$ cat src/rtl/esc_pkg.sv
package esc_pkg;
  typedef enum logic [1:0] {
    ST_AWAKE  = 2'd0,
    ST_DOZE   = 2'd1,
    ST_LISTEN = 2'd2
  } esc_state_t;
endpackage

$ cat src/rtl/esc_interval_timer.sv
module esc_interval_timer #(
  parameter int CW = 4
) (
  input  logic          clk,
  input  logic          rst,
  input  logic          clr,
  input  logic          tick,
  input  logic [CW-1:0] limit,
  output logic          expire
);
  logic [CW-1:0] cnt;

  assign expire = tick && (cnt == limit - CW'(1));

  always_ff @(posedge clk) begin
    if (rst || clr) begin
      cnt <= '0;
    end else if (tick) begin
      cnt <= expire ? '0 : cnt + CW'(1);
    end
  end

  // the count never reaches the active interval limit
  assert_cnt_below_limit_R2: assert property (@(posedge clk) disable iff (rst)
    cnt < limit);
endmodule

$ cat src/rtl/esc_fsm.sv
module esc_fsm
  import esc_pkg::*;
(
  input  logic       clk,
  input  logic       rst,
  input  logic       en,
  input  logic       active,
  input  logic       expire,
  output esc_state_t state,
  output logic       clr,
  output logic       pwr_down,
  output logic       listen_win,
  output logic       neg_start
);
  esc_state_t nxt;
  logic       start_nxt;

  always_comb begin
    nxt       = state;
    start_nxt = 1'b0;
    if (!en) begin
      nxt = ST_AWAKE;
    end else begin
      unique case (state)
        ST_AWAKE: begin
          if (!active && expire) nxt = ST_DOZE;
        end
        ST_DOZE: begin
          if (expire) nxt = ST_LISTEN;
        end
        ST_LISTEN: begin
          if (active) begin
            nxt       = ST_AWAKE;
            start_nxt = 1'b1;
          end else if (expire) begin
            nxt = ST_DOZE;
          end
        end
        default: nxt = ST_AWAKE;
      endcase
    end
  end

  assign clr = !en || (nxt != state) || (state == ST_AWAKE && active);

  always_ff @(posedge clk) begin
    if (rst) begin
      state      <= ST_AWAKE;
      pwr_down   <= 1'b0;
      listen_win <= 1'b0;
      neg_start  <= 1'b0;
    end else begin
      state      <= nxt;
      pwr_down   <= (nxt == ST_DOZE);
      listen_win <= (nxt == ST_LISTEN);
      neg_start  <= start_nxt;
    end
  end

  assert_off_full_power_R1: assert property (@(posedge clk) disable iff (rst)
    !en |=> (!pwr_down && !listen_win && !neg_start));

  assert_doze_ignores_line_R5: assert property (@(posedge clk) disable iff (rst)
    (state == ST_DOZE && en && !expire) |=> (pwr_down && !neg_start));

  assert_start_one_cycle_R7: assert property (@(posedge clk) disable iff (rst)
    neg_start |=> !neg_start);

  assert_start_full_power_R7: assert property (@(posedge clk) disable iff (rst)
    neg_start |-> (!pwr_down && !listen_win));

  assert_wake_wins_R8: assert property (@(posedge clk) disable iff (rst)
    (state == ST_LISTEN && en && active) |=> neg_start);

  assert_modes_exclusive_R4: assert property (@(posedge clk) disable iff (rst)
    !(pwr_down && listen_win));
endmodule

$ cat src/rtl/energy_sleep_ctrl.sv
module energy_sleep_ctrl
  import esc_pkg::*;
#(
  parameter int IDLE_TICKS   = 5,
  parameter int SLEEP_TICKS  = 4,
  parameter int LISTEN_TICKS = 3
) (
  input  logic clk,
  input  logic rst,
  input  logic saver_en,
  input  logic line_active,
  input  logic tick,
  output logic pwr_down,
  output logic listen_win,
  output logic neg_start
);
  localparam int MAX_A = (IDLE_TICKS > SLEEP_TICKS) ? IDLE_TICKS : SLEEP_TICKS;
  localparam int MAX_T = (MAX_A > LISTEN_TICKS) ? MAX_A : LISTEN_TICKS;
  localparam int CW    = $clog2(MAX_T + 1);

  esc_state_t    state;
  logic          clr;
  logic          expire;
  logic [CW-1:0] limit;

  always_comb begin
    unique case (state)
      ST_DOZE:   limit = CW'(SLEEP_TICKS);
      ST_LISTEN: limit = CW'(LISTEN_TICKS);
      default:   limit = CW'(IDLE_TICKS);
    endcase
  end

  esc_interval_timer #(.CW(CW)) u_timer (
    .clk    (clk),
    .rst    (rst),
    .clr    (clr),
    .tick   (tick),
    .limit  (limit),
    .expire (expire)
  );

  esc_fsm u_fsm (
    .clk        (clk),
    .rst        (rst),
    .en         (saver_en),
    .active     (line_active),
    .expire     (expire),
    .state      (state),
    .clr        (clr),
    .pwr_down   (pwr_down),
    .listen_win (listen_win),
    .neg_start  (neg_start)
  );
endmodule

$ cat config.mk
export PLATFORM = sky130hd
export DESIGN_NAME = energy_sleep_ctrl
export DESIGN_NICKNAME = d
export VERILOG_FILES = /design/src/rtl/esc_pkg.sv /design/src/rtl/esc_interval_timer.sv /design/src/rtl/esc_fsm.sv /design/src/rtl/energy_sleep_ctrl.sv
export SDC_FILE = /design/constraint.sdc
export NUM_CORES = 1
export LEC_CHECK = 0
export CAP_MARGIN = 30
export CORE_UTILIZATION = 35
export DETAILED_ROUTE_END_ITERATION = 10
export PLACE_DENSITY = 0.65
export SLEW_MARGIN = 10
export SYNTH_ARGS = -nofsm -noshare
export SYNTH_HDL_FRONTEND = slang
export SYNTH_SLANG_ARGS = --single-unit
$ cat constraint.sdc
create_clock -name clk -period 3.95 [get_ports clk]
set_clock_uncertainty 0.1 [all_clocks]
set_input_delay 0.5925 -clock clk [delete_from_list [all_inputs] [get_ports clk]]
set_output_delay 0.5925 -clock clk [all_outputs]
set_load 0.01 [all_outputs]
==> metrics.md <==
| Metric | Value |
|---|---|
| Status | `completed` |
| Port Buf Inserts | `7` |
| Top-area cell type share of the netlist area | `0.2656` |
| Die width | `43.51 µm` |
| LEAKAGE | `0.0002725 µW` |
| GRT Util Overall | `0.1417` |
| Total negative slack | `0 ns` |
| Synth area leader | `dfxtp_1` |
| Worst Max-Slew Pin Slew | `0.3689 ns` |
| WL/cell | `13.39 µm` |
| Fin crit period | `2.511 ns` |
| Slowest CP cell | `dfxtp_1` |
| Initial DRC Count | `7` |
| Post-DP Area | `681.9 µm²` |
| Worst-path clk slew | `0.05 ns` |
| Pin count of the biggest net entering global routing | `11` |
| Max_cap viols | `0` |
| Yosys warnings | `0` |
| Crit-path max FO | `10` |
| Placer congestion estimate | `0.8662` |
| Fin crit share | `0.6357` |
| Fill cell count | `154` |
| Setup violators final | `0` |
| CP startpoint kind | `flop` |
| Top FF cell, synth | `dfxtp_1` |
| Max incr delay on CP | `0.50 ns` |
| Final nets | `89` |
| P_sw | `31.05 µW` |
| DR vias | `552` |
| Mapped cell area | `603.1 µm²` |
| Worst-case vdd ir drop | `0.06341 mV` |
| Vert. Die Dim | `43.51 µm` |
| Sequential share of the synthesized area | `0.2656` |
| Cells after Synth | `68` |
| Metal2 WL | `565 µm` |
| Type of the most critical hold path | `reg -> reg` |
| Diodes inserted | `0` |
| Global-route wire length before repair | `1.959 mm` |
| Layout cells sized above 1 | `0.1558` |
| Drt first pass iters | `4` |
| Ys async rst share | `0` |
| Tot Pwr | `153.3 µW` |
| Die area | `0.001893 mm²` |
| Final HPWL DP | `982.4 µm` |
| Internal | `122.3 µW` |
| Number of synthesized flops with an enable pin | `0` |
| Io pins | `8` |
| Initial antenna violation count | `0` |
| Max Root-Sink Buffers | `2` |
| Met3 WL | `34 µm` |
| ANT nets after route | `0` |
| Syn nets | `78` |
| Final Slew Violations | `0` |
| Count of cell types in the netlist | `37` |
| Critical path class | `reg -> reg` |
| Overflow after GRT | `0` |
| Net Sw Frac | `0.2025` |
| Gate power share | `0.080` |
| PostCTS Resize Cnt | `0` |
| Layout overhead on the synthesized area | `16.81%` |
| CTS buffer count | `3` |
| CTS Root Cell | `clkbuf_4` |
| DR top layer | `met4` |
| CP cell instances | `inv_1 > ha_1 > or3b_2 > a211oi_1 > nor2_1 > a41oi_1 > a221oi_1` |
| Clock share of power | `0.386` |
| Syn Area/Cell | `8.869 µm²` |
| # rows | `14` |
| #FFs+latches synth | `8` |
| CTS tree | `built` |
| CP Data Arrival Time | `2.52 ns` |
| Clock sinks | `8` |
| Crit path buf inv count | `1` |
| Vias per cell | `5.935` |
| Worst EP required | `3.96 ns` |
| Htree depth | `1` |
| M1 WL | `615 µm` |
| Hold Buf Count CTS | `0` |
| WL final | `1.245 mm` |
| Vias in the first global route | `455` |
| Initial Util | `0.3868` |
| RSZ-0062 raised after global routing | `false` |
| Crit end category | `flop` |
| DRC violations left | `0` |
| Core outline area | `0.001559 mm²` |
| Rel. slew slack | `0.7515` |
| Final hold viol count | `0` |
| PwrDens | `217.6 mW/mm²` |
| Seq pwr share | `0.534` |
| Fmax | `398.3 MHz` |
| Post-CTS Setup Bufs | `0` |
| Worst hold slack | `0.4667 ns` |
| Clk_lat worst skew | `0.24 ns` |
| Synth area leaders | `dfxtp_1 27%, ha_1 10%, o21ai_0 5.8%` |
| Fin area | `704.4 µm²` |
| Delay-heaviest family, CP | `compound AO/OA/AOI/OAI gates` |
[sequential cells by signal (all words and copies together) (netlist names)]
signal            count
u_fsm.pwr_down        1
u_fsm.state           2
u_fsm.neg_start       1
u_fsm.listen_win      1
u_timer.cnt           3
[power groups by stage]
stage          Combinational (µW)  Clock, µW  Sequential (µW)
6_report                     12.3       59.1             81.9
3_5_place_dp                 12.2          0             83.5
4_1_cts                      12.3       62.6             81.8
2_1_floorplan                5.77          0             83.3
3_3_place_gp                 12.0          0             83.5
5_1_grt                      13.6       64.7             81.8
[area by class of cell]
| class | count | area (µm²) | area share |
|---|---|---|---|
| sequential | 8 | 160.2 | 0.2274 |
| clock buffer | 3 | 22.52 | 0.03197 |
| tap | 16 | 20.02 | 0.02842 |
| multi-input combinational | 55 | 416.7 | 0.5915 |
| timing repair buffer | 7 | 70.07 | 0.09947 |
| inverter | 4 | 15.01 | 0.02131 |
[logic make-up after synthesis]
logic type | share of synthesized area
compound gates | 0.2656
xor+xnor | 0.04150
fa+ha+maj | 0.1037
buf+inv | 0.04356
flops | 0.2656
mux | 0.01660
simple gates | 0.2635
[final timing paths]
check	from	end	slack [ns]	depth (start not counted)
hold / removal	u_timer.cnt[1]$_SDFFE_PP0P_	u_timer.cnt[1]$_SDFFE_PP0P_	0.47	2
setup reg to reg	u_fsm.state[1]$_SDFF_PP0_	u_timer.cnt[1]$_SDFFE_PP0P_	1.44	7
hold reg to reg	u_timer.cnt[1]$_SDFFE_PP0P_	u_timer.cnt[1]$_SDFFE_PP0P_	0.47	2
setup / recovery	u_fsm.state[1]$_SDFF_PP0_	u_timer.cnt[1]$_SDFFE_PP0P_	1.44	7
[worst register-to-register path: stages (launching register included)]
cell	delay (ns)
dfxtp_1	0.50
inv_1	0.11
ha_1	0.34
or3b_2	0.48
a211oi_1	0.27
nor2_1	0.09
a41oi_1	0.35
a221oi_1	0.15
[stage by stage]
stage | worst slack [ns] | instances | utilization
after CTS | 1.415 | 93 | 0.4518
after detailed placement | 1.356 | 90 | 0.4374
final | 1.439 | 93 | 0.4518
after global routing | 1.250 | 93 | 0.4518
after floorplan | 1.661 | 68 | -
after global placement | 1.426 | 90 | 0.4374
[synth_stat cells (2+ instances only)]
master / count
nand2_1: 4
a211oi_1: 2
dfxtp_1: 8
a21oi_1: 2
nor2_1: 5
or3_1: 2
o21ai_0: 7
inv_1: 4
ha_1: 5
nor3_1: 2
[cell usage in the layout (no fill, tap or decap), drive strengths merged]
cell           count
xnor2              1
or3                2
a41o               1
o31a               1
nor3b              2
and4b              1
o211ai             1
nor3               2
clkdlybuf4s50      7
clkbuf             3
and2b              1
nand2              4
a221oi             1
inv                4
nor2               5
a21oi              2
o211a              1
nand3b             1
nand3              1
a32oi              1
a31oi              1
o21ai              7
dfxtp              8
and3b              1
and2               1
a41oi              1
nand2b             1
or3b               1
ha                 5
xor2               1
a211oi             2
a2111oi            1
and3               2
a32o               1
mux2i              1
nor4               1
[routing by layer]
metal  track usage  up-vias
li1              -      280
met1        0.1862      249
met2        0.2030       19
met3       0.01667        4
met4        0.1250        0
met5             0        -
Note: power is estimated with default switching activity, not from simulation.
